[config.mk]
export PLATFORM = sky130hd
export DESIGN_NAME = err_drive_sched
export DESIGN_NICKNAME = d
export VERILOG_FILES = /design/src/rtl/eds_pkg.sv /design/src/rtl/eds_sampler.sv /design/src/rtl/eds_argmax.sv /design/src/rtl/eds_mode_pick.sv /design/src/rtl/err_drive_sched.sv
export SDC_FILE = /design/constraint.sdc
export NUM_CORES = 1
export LEC_CHECK = 0
export BUFFER_PORTS_ARGS = -buffer_cell sky130_fd_sc_hd__clkbuf_2
export CAP_MARGIN = 20
export CORE_AREA = 5 5 42 44
export CTS_CLUSTER_SIZE = 30
export DETAILED_ROUTE_END_ITERATION = 10
export DIE_AREA = 0 0 47 49
export GPL_TIMING_DRIVEN = 0
export PLACE_DENSITY_LB_ADDON = 0.25
export SLEW_MARGIN = 20
export SYNTH_ARGS = -nofsm -noshare
export SYNTH_HDL_FRONTEND = slang
export SYNTH_SLANG_ARGS = --single-unit
[constraint.sdc]
create_clock -name clk -period 2.2 [get_ports clk]
set_input_delay 0.44 -clock clk [delete_from_list [all_inputs] [get_ports clk]]
set_output_delay 0.44 -clock clk [all_outputs]
set_load 0.05 [all_outputs]
[src/rtl/eds_pkg.sv]
package eds_pkg;
  typedef enum logic {
    MODE_A = 1'b0,
    MODE_B = 1'b1
  } sw_mode_e;
endpackage

[src/rtl/eds_sampler.sv]
module eds_sampler #(
  parameter int unsigned NOUT = 3,
  localparam int unsigned NPAIR = NOUT * (NOUT - 1) / 2
) (
  input  logic             clk,
  input  logic             rst_n,
  input  logic [NPAIR-1:0] pair_gt_i,
  input  logic [NOUT-1:0]  sat_i,
  input  logic             hi_i,
  input  logic             lo_i,
  input  logic [NOUT-1:0]  deep_i,
  output logic [NPAIR-1:0] pair_gt_q,
  output logic [NOUT-1:0]  sat_q,
  output logic             hi_q,
  output logic             lo_q,
  output logic [NOUT-1:0]  deep_q,
  output logic             valid_q
);
  always_ff @(posedge clk or negedge rst_n) begin
    if (!rst_n) begin
      pair_gt_q <= '0;
      sat_q     <= '1;
      hi_q      <= 1'b0;
      lo_q      <= 1'b0;
      deep_q    <= '0;
      valid_q   <= 1'b0;
    end else begin
      pair_gt_q <= pair_gt_i;
      sat_q     <= sat_i;
      hi_q      <= hi_i;
      lo_q      <= lo_i;
      deep_q    <= deep_i;
      valid_q   <= 1'b1;
    end
  end
endmodule

[src/rtl/eds_argmax.sv]
module eds_argmax #(
  parameter int unsigned NOUT = 3,
  localparam int unsigned NPAIR = NOUT * (NOUT - 1) / 2
) (
  input  logic [NPAIR-1:0] gt,
  output logic [NOUT-1:0]  pick
);
  // position of the "hi beats lo" bit, lo < hi
  function automatic int pidx(int lo, int hi);
    return hi * (hi - 1) / 2 + lo;
  endfunction

  // bits that must be set for candidate k: k beats every lower index
  function automatic logic [NPAIR-1:0] beat_mask(int k);
    logic [NPAIR-1:0] m;
    logic [NPAIR-1:0] one;
    m = '0;
    one = '0;
    one[0] = 1'b1;
    for (int j = 0; j < k; j++) m = m | (one << pidx(j, k));
    return m;
  endfunction

  // bits that must be clear for candidate k: no higher index beats k
  function automatic logic [NPAIR-1:0] lose_mask(int k);
    logic [NPAIR-1:0] m;
    logic [NPAIR-1:0] one;
    m = '0;
    one = '0;
    one[0] = 1'b1;
    for (int j = k + 1; j < int'(NOUT); j++) m = m | (one << pidx(k, j));
    return m;
  endfunction

  logic [NOUT-1:0] win;

  for (genvar k = 0; k < int'(NOUT); k++) begin : g_cand
    localparam logic [NPAIR-1:0] MSET = beat_mask(k);
    localparam logic [NPAIR-1:0] MCLR = lose_mask(k);
    assign win[k] = ((gt & MSET) == MSET) && ((gt & MCLR) == '0);
  end

  // contradictory comparator set: fall back to output 0
  always_comb begin
    if (win == '0) begin
      pick    = '0;
      pick[0] = 1'b1;
    end else begin
      pick = win;
    end
  end
endmodule

[src/rtl/eds_mode_pick.sv]
module eds_mode_pick #(
  parameter int unsigned NOUT = 3
) (
  input  logic              idle,
  input  logic              hi,
  input  logic              lo,
  input  logic [NOUT-1:0]   deep,
  input  logic [NOUT-1:0]   pick,
  output eds_pkg::sw_mode_e mode
);
  import eds_pkg::*;
  always_comb begin
    if (idle)               mode = MODE_A;
    else if (hi)            mode = MODE_B;
    else if (lo)            mode = MODE_A;
    else if (|(deep & pick)) mode = MODE_B;
    else                    mode = MODE_A;
  end
endmodule

[src/rtl/err_drive_sched.sv]
module err_drive_sched #(
  parameter int unsigned NOUT = 3,
  localparam int unsigned NPAIR = NOUT * (NOUT - 1) / 2
) (
  input  logic             clk,
  input  logic             rst_n,
  input  logic [NPAIR-1:0] pair_gt,
  input  logic [NOUT-1:0]  err_satisfied,
  input  logic             sum_over_hi,
  input  logic             sum_under_lo,
  input  logic [NOUT-1:0]  deep_boost,
  output logic [NOUT-1:0]  chan_sel,
  output logic             mode_b,
  output logic             freewheel
);
  import eds_pkg::*;

  logic [NPAIR-1:0] gt_q;
  logic [NOUT-1:0]  sat_q;
  logic             hi_q;
  logic             lo_q;
  logic [NOUT-1:0]  deep_q;
  logic             valid_q;
  logic [NOUT-1:0]  pick;
  logic             idle;
  sw_mode_e         mode;

  eds_sampler #(.NOUT(NOUT)) u_smp (
    .clk       (clk),
    .rst_n     (rst_n),
    .pair_gt_i (pair_gt),
    .sat_i     (err_satisfied),
    .hi_i      (sum_over_hi),
    .lo_i      (sum_under_lo),
    .deep_i    (deep_boost),
    .pair_gt_q (gt_q),
    .sat_q     (sat_q),
    .hi_q      (hi_q),
    .lo_q      (lo_q),
    .deep_q    (deep_q),
    .valid_q   (valid_q)
  );

  eds_argmax #(.NOUT(NOUT)) u_max (
    .gt   (gt_q),
    .pick (pick)
  );

  assign idle = !valid_q || (&sat_q);

  eds_mode_pick #(.NOUT(NOUT)) u_mode (
    .idle (idle),
    .hi   (hi_q),
    .lo   (lo_q),
    .deep (deep_q),
    .pick (pick),
    .mode (mode)
  );

  assign freewheel = idle;
  assign chan_sel  = idle ? '0 : pick;
  assign mode_b    = (mode == MODE_B);


  sel_shape_chk: assert property (@(posedge clk) disable iff (!rst_n)
    freewheel ? (chan_sel == '0) : ($countones(chan_sel) == 1));


  idle_mode_chk: assert property (@(posedge clk) disable iff (!rst_n)
    freewheel |-> !mode_b);


  boost_band_chk: assert property (@(posedge clk) disable iff (!rst_n)
    (!freewheel && hi_q) |-> mode_b);


  drop_band_chk: assert property (@(posedge clk) disable iff (!rst_n)
    (!freewheel && lo_q && !hi_q) |-> !mode_b);


  band_mode_chk: assert property (@(posedge clk) disable iff (!rst_n)
    (!freewheel && !hi_q && !lo_q) |-> (mode_b == |(chan_sel & deep_q)));
endmodule

* After elaboration in Yosys (flattened, before gate mapping)
Cells that the tools add are included.
** Storage, ports and cells
- Register bits :: 12
- Input bits :: 13
- Output and inout port bits :: 5
- Logic and storage cells :: 22
** Cells by class
- Bitwise operators :: 1
- Equality and inequality tests :: 1
- Reduce and logical (&&, ||, !) cells :: 8
- Muxes and demuxes :: 6
** Operator list (count)
- $logic_not A3 Y1 :: 3
- $mux W3 :: 2
- $mux W1 :: 4
- $and A3 B3 Y3 :: 1
- $reduce_and A3 Y1 :: 1
- $reduce_or A3 Y1 :: 1
- $eq A2 B2 Y1 const B :: 1
- $logic_and A1 B1 Y1 :: 1
- $logic_not A1 Y1 :: 1
- $logic_or A1 B1 Y1 :: 1

* Longest topological paths before layout
Gate-level depths: netlist of run 1.
- Word-level depth :: 10
- Depth in mapped cells :: 3

* By module
A second synthesis of run 1 with hierarchy kept.
** Second synthesis, totals
- Cells, all modules :: 25
- Area, all modules :: 395.4 um2
** Modules (own cells, without submodules)
- eds_sampler :: cells an instance 13, sequential area each 304.0 um2, area each 307.8 um2, instances 1
- err_drive_sched :: cells an instance 5, sequential area each 0.0 um2, area each 32.5 um2, instances 1
- eds_mode_pick :: cells an instance 4, sequential area each 0.0 um2, area each 31.3 um2, instances 1
- eds_argmax :: cells an instance 3, sequential area each 0.0 um2, area each 23.8 um2, instances 1

* Least setup slack after synthesis of run 1
Ideal clock, no wire load.
- Path type :: register to output
- From :: register u_smp.sat_q[1]
- To :: output chan_sel[0]
- Data arrival time :: 2.040 ns
- Stages on the path, launching flop included :: 4
- Buffers on the path :: 0
- Required time :: 1.760 ns
- Setup slack :: -0.280 ns
- Path through :: dfstp_2 nand3_1 nand2_1 nor3b_1
** On the way
- Longest elaborated chain between the ends :: 3
** RTL lines
- from (decl) :: line eds_sampler.sv:13 : output logic [NOUT-1:0] sat_q,
- from (signal assigned) :: line eds_sampler.sv:29 : sat_q <= sat_i;
- $reduce_and A3 Y1 :: line err_drive_sched.sv:49 : assign idle = !valid_q || (&sat_q);
- $logic_or A1 B1 Y1 :: line err_drive_sched.sv:49
- net freewheel :: line err_drive_sched.sv:14 : output logic freewheel
- $mux W3 :: line err_drive_sched.sv:61 : assign chan_sel = idle ? '0 : pick;
- to (decl) :: line err_drive_sched.sv:12 : output logic [NOUT-1:0] chan_sel,
The timed path passes the listed nets, and every way through them passes these cells.

* Worst setup path in the final report of run 1
- From :: register u_smp.pair_gt_q[0]
- To :: output mode_b
** On the way
- Longest elaborated chain between the ends :: 9
- Elaborated cells between the ends (all ways) :: 10
- Classes of those cells :: mux: 5; bitwise: 1; reduce/logical: 4
** RTL lines
- from (decl) :: line eds_sampler.sv:12 : output logic [NPAIR-1:0] pair_gt_q,
- from (signal assigned) :: line eds_sampler.sv:28 : pair_gt_q <= pair_gt_i;
- $logic_not A3 Y1 / $logic_and A1 B1 Y1 (equally long branches) :: line eds_argmax.sv:40 : assign win[k] = ((gt & MSET) == MSET) && ((gt & MCLR) == '0);
- $logic_not A3 Y1 :: line eds_argmax.sv:45 : if (win == '0) begin
- $mux W3 (*) :: line eds_argmax.sv:45
- $and A3 B3 Y3 (*) :: line eds_mode_pick.sv:16 : else if (|(deep & pick)) mode = MODE_B;
- $reduce_or A3 Y1 (*) :: line eds_mode_pick.sv:16
- $mux W1 (*) :: line eds_mode_pick.sv:16
- $mux W1 (*) :: line eds_mode_pick.sv:15 : else if (lo) mode = MODE_A;
- $mux W1 (*) :: line eds_mode_pick.sv:14 : else if (hi) mode = MODE_B;
- $mux W1 (*) :: line eds_mode_pick.sv:13 : if (idle) mode = MODE_A;
- to (decl) :: line err_drive_sched.sv:13 : output logic mode_b,
Mark *: on every way between the ends. The rest lies on a longest branch, timed or not.

==> results of run 1 <==
[report_power, final]
| part | internal [mW] | switching, mW | total (mW) |
|---|---|---|---|
| Combinational | 0.0170 | 0.0318 | 0.0487 |
| Sequential | 0.234 | 0.00502 | 0.239 |
| Clock | 0.0700 | 0.0614 | 0.131 |
| Total | 0.321 | 0.0982 | 0.419 |
[layout make-up]
class / count / share of cell area [%]
sequential: 12 / 58.1
timing repair buffer: 17 / 16.3
multi-input combinational: 13 / 16.7
clock buffer: 4 / 5.02
tap: 16 / 3.83
[per-stage QoR]
step	cells	cell area, um^2	util [%]
global placement	58	497	35.4
global route	62	523	37.3
CTS	62	523	37.3
finish	62	523	37.3
detailed placement	58	497	35.4
floorplan	25	392	-
[flip-flops by register name (all words and copies together), names as in the netlist]
name,count
u_smp.sat_q,3
u_smp.pair_gt_q,3
u_smp.lo_q,1
u_smp.hi_q,1
u_smp.valid_q,1
u_smp.deep_q,3
[per-layer routing]
metal / global-route usage, % / wire length [um]
met5: 0 / 0
met4: 6.91 / 0
met3: 2.58 / 69
met2: 10.6 / 346
met1: 7.41 / 212
[logic make-up after synthesis]
group              share of synthesized area [%]
AOI/OAI and AO/OA                           2.59
DFF                                         78.6
muxes                                       5.18
other                                      0.970
and+or+nand+nor                             12.6
[cells in the final DEF (no fill, tap or decap)]
| master | count |
|---|---|
| conb_1 | 1 |
| clkbuf_2 | 17 |
| nor2b_1 | 1 |
| clkbuf_4 | 3 |
| dfrtp_1 | 9 |
| nor3_1 | 1 |
| nor2_1 | 1 |
| o311a_1 | 1 |
| nor3b_1 | 1 |
| mux2i_1 | 2 |
| nand3_1 | 1 |
| clkbuf_1 | 1 |
| nor3b_2 | 1 |
| nand2_1 | 2 |
| dfstp_2 | 3 |
| and3_1 | 1 |
[worst max-delay path by stage]
stage | start | end
after floorplan | u_smp.sat_q[1] | chan_sel[0]
after global placement | u_smp.pair_gt_q[0] | mode_b
after detailed placement | u_smp.pair_gt_q[0] | mode_b
after CTS | u_smp.pair_gt_q[0] | mode_b
after global routing | u_smp.pair_gt_q[1] | mode_b
final | u_smp.pair_gt_q[0] | mode_b
==> out/metrics.cfg, run 1 <==
[timing]
final.period_utilization_pct = 84.6
finalSetupTns_ns = 0
slew_viol_final = 0
hold_ws_ns = 0.0437
worst_slack_ns = 0.339
final_hold_viol_count = 0
finalSetupViolCount = 0
max_freq_mhz = 537
fin_crit_ns = 1.86
grt_setup_unrepaired = false

[drt]
num_vias = 250
wl_um = 628
dr.pass1.iters = 1
routed_via_density = 4.03
drc_errors = 0
drtIter0Drc = 0
wl_per_cell_um = 10.1
final_antenna_net_count = 0

[global_routing]
grt_pass1_vias = 288
overflow = 0
antenna_found_initial = 0
grt_usage_pct = 7.23
grt_max_degree = 13
grt_pass1_wl_mm = 1.13

[clock_network]
path_clk_slew_ns = 0.07
cts_buffer_depth = 2
cts_sinks = 12
cts_tree = built
cts.htree.levels = 1
cts_buffers = 3
post_cts_buffers = 0
cts_resized = 0
cts_hold_buf = 0
cts_root_buffer = clkbuf_4

[critical_path]
worstSetupEndpointType = primary output
path_delay_family = flip-flops
path_cells = mux2i_1, nor3_1, o311a_1, clkbuf_2
cp.depth = 4
cpMaxStageDelayCell = dfrtp_1
arrival_ns = 1.42
cp_max_fo = 2
critPathBufInv = 1
slowest_delay_ns = 0.36
required_ns = 1.76
crit_type = reg2out
startpoint_type = flip-flop

[die]
die_x_um = 47
num_rows = 14
ioPinCount = 18
die_area_um2 = 2300
coreArea_um2 = 1400
start_util_pct = 27.6
die_h_um = 49

[run_status]
outcome = complete, no violations

[synth]
postSynthRegisterBits = 12
synthTopCellsByArea = dfrtp_1 (58%), dfstp_2 (20%), mux2i_1 (5.2%)
synth_warnings = 0
synth_edf_count = 0
synthTopCellsByCount = dfrtp_1 (9), dfstp_2 (3), mux2i_1 (2), nand2_1 (2), nor3b_1 (2)
yosysUniqueCellTypes = 12
ys.flop_type = dfrtp_1
synthArstFlopShare_pct = 100
synthCells = 25
synth_top_area_share_pct = 58.3
syn_area_um2 = 387
synth_nets = 38
synth_area_leader_cell = dfrtp_1
synth-seq-area-share_pct = 78.6
synth.avg_cell_area_um2 = 15.5
yosysMostFrequentCell = dfrtp_1

[min_path]
hold_path.class = in2async

[power_and_ir_drop]
vdd_drop_max_v = 0.000276
p_leak_nw = 0.267
p_per_area_nw_per_um2 = 801
power.total_uw = 419

[placed_design]
gp_congestion = 0.630
portBuffers = 17
hpwlAfterDp_um = 546
dp_slack_ns = 0.601

[finish]
fin_nets = 60
regArea_um2 = 304
multi_input_area_um2 = 87.6
drive_gt1_share_pct = 52.2
nFillCells = 150
n_antenna_cell = 0
areaGrowthSynthToFinish_pct = 35.3

[run]
maxCapViolCount = 0

(Power assumes the default switching activity.)
==> inputs of run 2 (changes only) <==
==> constraint.sdc (replaced) <==
create_clock -name clk -period 1.7 [get_ports clk]
set_input_delay 0.34 -clock clk [delete_from_list [all_inputs] [get_ports clk]]
set_output_delay 0.34 -clock clk [all_outputs]
set_load 0.05 [all_outputs]
==> out/metrics.cfg, run 2 (synthesis results as in run 1) <==
[drt]
dr.pass1.iters = 1
routed_via_density = 4.00
drc_errors = 0
drtIter0Drc = 0
wl_per_cell_um = 10.5
final_antenna_net_count = 0
wl_um = 661
num_vias = 252

[timing]
hold_ws_ns = 0.150
final_hold_viol_count = 0
worst_slack_ns = -0.0323
slew_viol_final = 0
final.period_utilization_pct = 102
max_freq_mhz = 577
finalSetupTns_ns = -0.0323
fin_crit_ns = 1.73
grt_setup_unrepaired = true
finalSetupViolCount = 1

[finish]
final_common_cell = clkbuf_2
drive_gt1_share_pct = 57.4
regArea_um2 = 304
fin_nets = 61
finish.utilization_pct = 40.8
n_antenna_cell = 0
mostFrequentLayoutCells = clkbuf_2 (12), dfrtp_1 (9), clkbuf_4 (5)
areaGrowthSynthToFinish_pct = 47.9
design_area_um2 = 572
nFillCells = 146
multi_input_area_um2 = 98.8
finalNonFillerCells = 63
reg_top3 = u_smp.deep_q: 3 flops, u_smp.pair_gt_q: 3 flops, u_smp.sat_q: 3 flops

[min_path]
min_from = err_satisfied[2]
hold_path.class = in2reg

[run_status]
violations = negative setup slack
outcome = finished with violations

[clock_network]
cts_buffers = 3
path_clk_slew_ns = 0.07
cts_tree = built
cts.htree.levels = 1
cts_sinks = 12
post_cts_buffers = 0
cts_root_buffer = clkbuf_4
cts_buffer_depth = 2

[critical_path]
startpoint_type = flip-flop
required_ns = 1.36
path_cells = mux2i_1, nor3_1, o311a_1, buf_8
arrival_ns = 1.39
crit_type = reg2out
critPathLaunch = u_smp.pair_gt_q[0]
slowest_delay_ns = 0.36
cp_max_fo = 2
cpMaxStageDelayCell = dfrtp_1
worstSetupEndpointType = primary output

[power_and_ir_drop]
p_leak_nw = 0.284
p_per_area_nw_per_um2 = 1050
power.share.clock_pct = 36.0
comb_power_share_pct = 12.5
p_sw_share_pct = 22.8
vdd_drop_max_v = 0.000506
p_seq_share_pct = 51.5
p_sw_uw = 137
intPower_uw = 464
power.total_uw = 601

[die]
ioPinCount = 18
coreArea_um2 = 1400
num_rows = 14
die_h_um = 49
die_x_um = 47
die_area_um2 = 2300
start_util_pct = 27.6

[placed_design]
gp_congestion = 0.678
dp_slack_ns = 0.201
hpwlAfterDp_um = 518
place_inst = 58
portBuffers = 17
placed_area_um2 = 508

[global_routing]
overflow = 0
grt_max_degree = 13
antenna_found_initial = 0
grt_pass1_wl_mm = 1.13
grt_pass1_vias = 290
grt_usage_pct = 7.15

[run]
maxCapViolCount = 0

[run 2: timing repair]
action | 4_1_cts | 5_1_grt
hold buffers | 1 | 0
gates cloned | 0 | 0
gates resized for setup | 4 | 5
setup endpoints to repair | 3 | 4
hold endpoints to repair | 9 | 0
pin swaps | 0 | 1
[run 2: worst max-delay path: cells and delay by family (launching register included)]
| family | cells | cell delay (ns) |
|---|---|---|
| AOI/OAI and AO/OA | 1 | 0.35 |
| buffers and inverters | 1 | 0.16 |
| muxes | 1 | 0.20 |
| and+or+nand+nor | 1 | 0.06 |
| DFF | 1 | 0.36 |
[run 2: area by class of cell]
cell class,instances,area share (%)
Clock buffer,4,6.35
Timing Repair Buffer,18,19.7
Tap cell,16,3.50
Sequential cell,12,53.2
Multi-Input combinational cell,13,17.3
[run 2: path summary, 6_finish.rpt]
check	end	slack, ns	depth (start not counted)
worst min-delay path	u_smp.sat_q[2]	0.15	1
max in group asynchronous	u_smp.sat_q[2]	0.93	2
min in group asynchronous	u_smp.lo_q	0.50	2
worst max-delay path	mode_b	-0.03	4
[run 2: power groups by stage]
stage | clock network, mW | registers, mW | logic [mW]
2_1_floorplan | 0 | 0.313 | 0.0419
5_1_grt | 0.238 | 0.312 | 0.0822
3_5_place_dp | 0 | 0.315 | 0.0678
4_1_cts | 0.225 | 0.310 | 0.0738
3_3_place_gp | 0 | 0.314 | 0.0665
6_report | 0.216 | 0.310 | 0.0751
[run 2: layer usage]
metal	GRT usage, %	part of all wire, %	routed length [um]
met5	0	0	0
met2	9.73	48	316
met3	2.21	11	74
met1	8.29	41	270
met4	6.91	0	0
==> inputs of run 3 (changes only) <==
--- a/config.mk
+++ b/config.mk
@@ -13,6 +13,7 @@
 export DIE_AREA = 0 0 47 49
 export GPL_TIMING_DRIVEN = 0
 export PLACE_DENSITY_LB_ADDON = 0.25
+export REMOVE_ABC_BUFFERS = 1
 export SLEW_MARGIN = 20
 export SYNTH_ARGS = -nofsm -noshare
 export SYNTH_HDL_FRONTEND = slang
==> out/metrics.cfg, run 3 (synthesis results as in run 1) <==
[power_and_ir_drop]
intPower_uw = 462
p_sw_uw = 132
p_leak_nw = 0.282
p_sw_share_pct = 22.2
p_per_area_nw_per_um2 = 1060
vdd_drop_max_v = 0.000542
comb_power_share_pct = 12.0
power.share.clock_pct = 35.9
p_seq_share_pct = 52.2

[drt]
routed_via_density = 4.06
num_vias = 256
final_antenna_net_count = 0
drc_errors = 0
wl_per_cell_um = 9.67
wl_um = 609
drtIter0Drc = 0
dr.pass1.iters = 1

[critical_path]
path_cells = mux2i_1, nor3_1, o311a_1, buf_8
required_ns = 1.36
worstSetupEndpointType = primary output
cp_max_fo = 2
arrival_ns = 1.38
slowest_delay_ns = 0.36
crit_type = reg2out
critPathBufInv = 1
path_delay_family = flip-flops
startpoint_type = flip-flop
cpMaxStageDelayCell = dfrtp_1

[placed_design]
dp_slack_ns = 0.207
portBuffers = 17
place_inst = 58
placed_area_um2 = 492
hpwlAfterDp_um = 486
gp_congestion = 0.640

[timing]
hold_ws_ns = 0.154
slew_viol_final = 0
grt_setup_unrepaired = true
worst_slack_ns = -0.0168
fin_crit_ns = 1.72
finalSetupViolCount = 1
finalSetupTns_ns = -0.0168
final_hold_viol_count = 0
max_freq_mhz = 582
final.period_utilization_pct = 101

[clock_network]
cts_tree = built
post_cts_buffers = 0
path_clk_slew_ns = 0.07
cts_root_buffer = clkbuf_4
cts_buffer_depth = 2
cts_buffers = 3
cts_sinks = 12
cts.htree.levels = 1

[finish]
areaGrowthSynthToFinish_pct = 45.0
fin_nets = 61
design_area_um2 = 561
n_antenna_cell = 0
finalNonFillerCells = 63
drive_gt1_share_pct = 55.3
mostFrequentLayoutCells = clkbuf_2 (13), dfrtp_1 (9), clkbuf_4 (4)
reg_top3 = u_smp.deep_q: 3 flops, u_smp.pair_gt_q: 3 flops, u_smp.sat_q: 3 flops
final_common_cell = clkbuf_2
nFillCells = 152

[global_routing]
grt_max_degree = 13
overflow = 0
antenna_found_initial = 0
grt_usage_pct = 6.22
grt_pass1_vias = 256
grt_pass1_wl_um = 959

[run]
maxCapViolCount = 0

[min_path]
hold_path.class = in2reg

[die]
num_rows = 14
die_area_um2 = 2300
die_x_um = 47
start_util_pct = 27.6
ioPinCount = 18
die_h_um = 49
coreArea_um2 = 1400

[run_status]
outcome = finished with violations
violations = negative setup slack

[run 3: cell types whose count changed in the layout (fill, tap and decap cells not counted)]
cell / before / now
nor2_1: 0 / 1
clkbuf_2: 12 / 13
nor2_2: 1 / 0
clkbuf_4: 5 / 4
nor3b_2: 0 / 1
nor3b_4: 1 / 0
[run 3: layout make-up]
class                   instances  area, um^2  area share, %
clock buffers                   4        36.3           6.47
multi-input cells              13        90.1           16.1
well taps                      16        20.0           3.57
repair buffers                 18         110           19.6
flip-flops and latches         12         304           54.2
[run 3: power by group through the flow]
stage | logic [mW] | registers (mW) | clock network [mW]
after floorplan | 0.0372 | 0.313 | 0
after global placement | 0.0628 | 0.315 | 0
after detailed placement | 0.0631 | 0.315 | 0
after CTS | 0.0681 | 0.310 | 0.222
after global routing | 0.0774 | 0.311 | 0.233
final | 0.0710 | 0.310 | 0.213
[run 3: path summary, 6_finish.rpt]
| check | startpoint | to | cells after the start |
|---|---|---|---|
| max | u_smp.pair_gt_q[0] | mode_b | 4 |
| min | err_satisfied[0] | u_smp.sat_q[0] | 1 |
| max in group asynchronous | rst_n | u_smp.sat_q[1] | 2 |
| min in group asynchronous | rst_n | u_smp.pair_gt_q[0] | 2 |
[run 3: routing by layer]
layer	wire (um)	part of all wire (%)	track usage, %
met5	0	0	0
met4	0	0	5.53
met3	73	12	3.32
met2	302	50	7.92
met1	233	38	7.14
[run 3: through the flow]
step | total power [mW] | util, %
floorplan | 0.350 | -
global placement | 0.378 | 35.1
detailed placement | 0.378 | 35.1
CTS | 0.600 | 39.0
global route | 0.622 | 40.0
finish | 0.593 | 40.0
[run 3: what timing repair did]
item | 4_1_cts | 5_1_grt
hold buffers | 1 | 0
hold endpoints to repair | 9 | 0
resized for setup | 2 | 9
setup endpoints to repair | 1 | 4
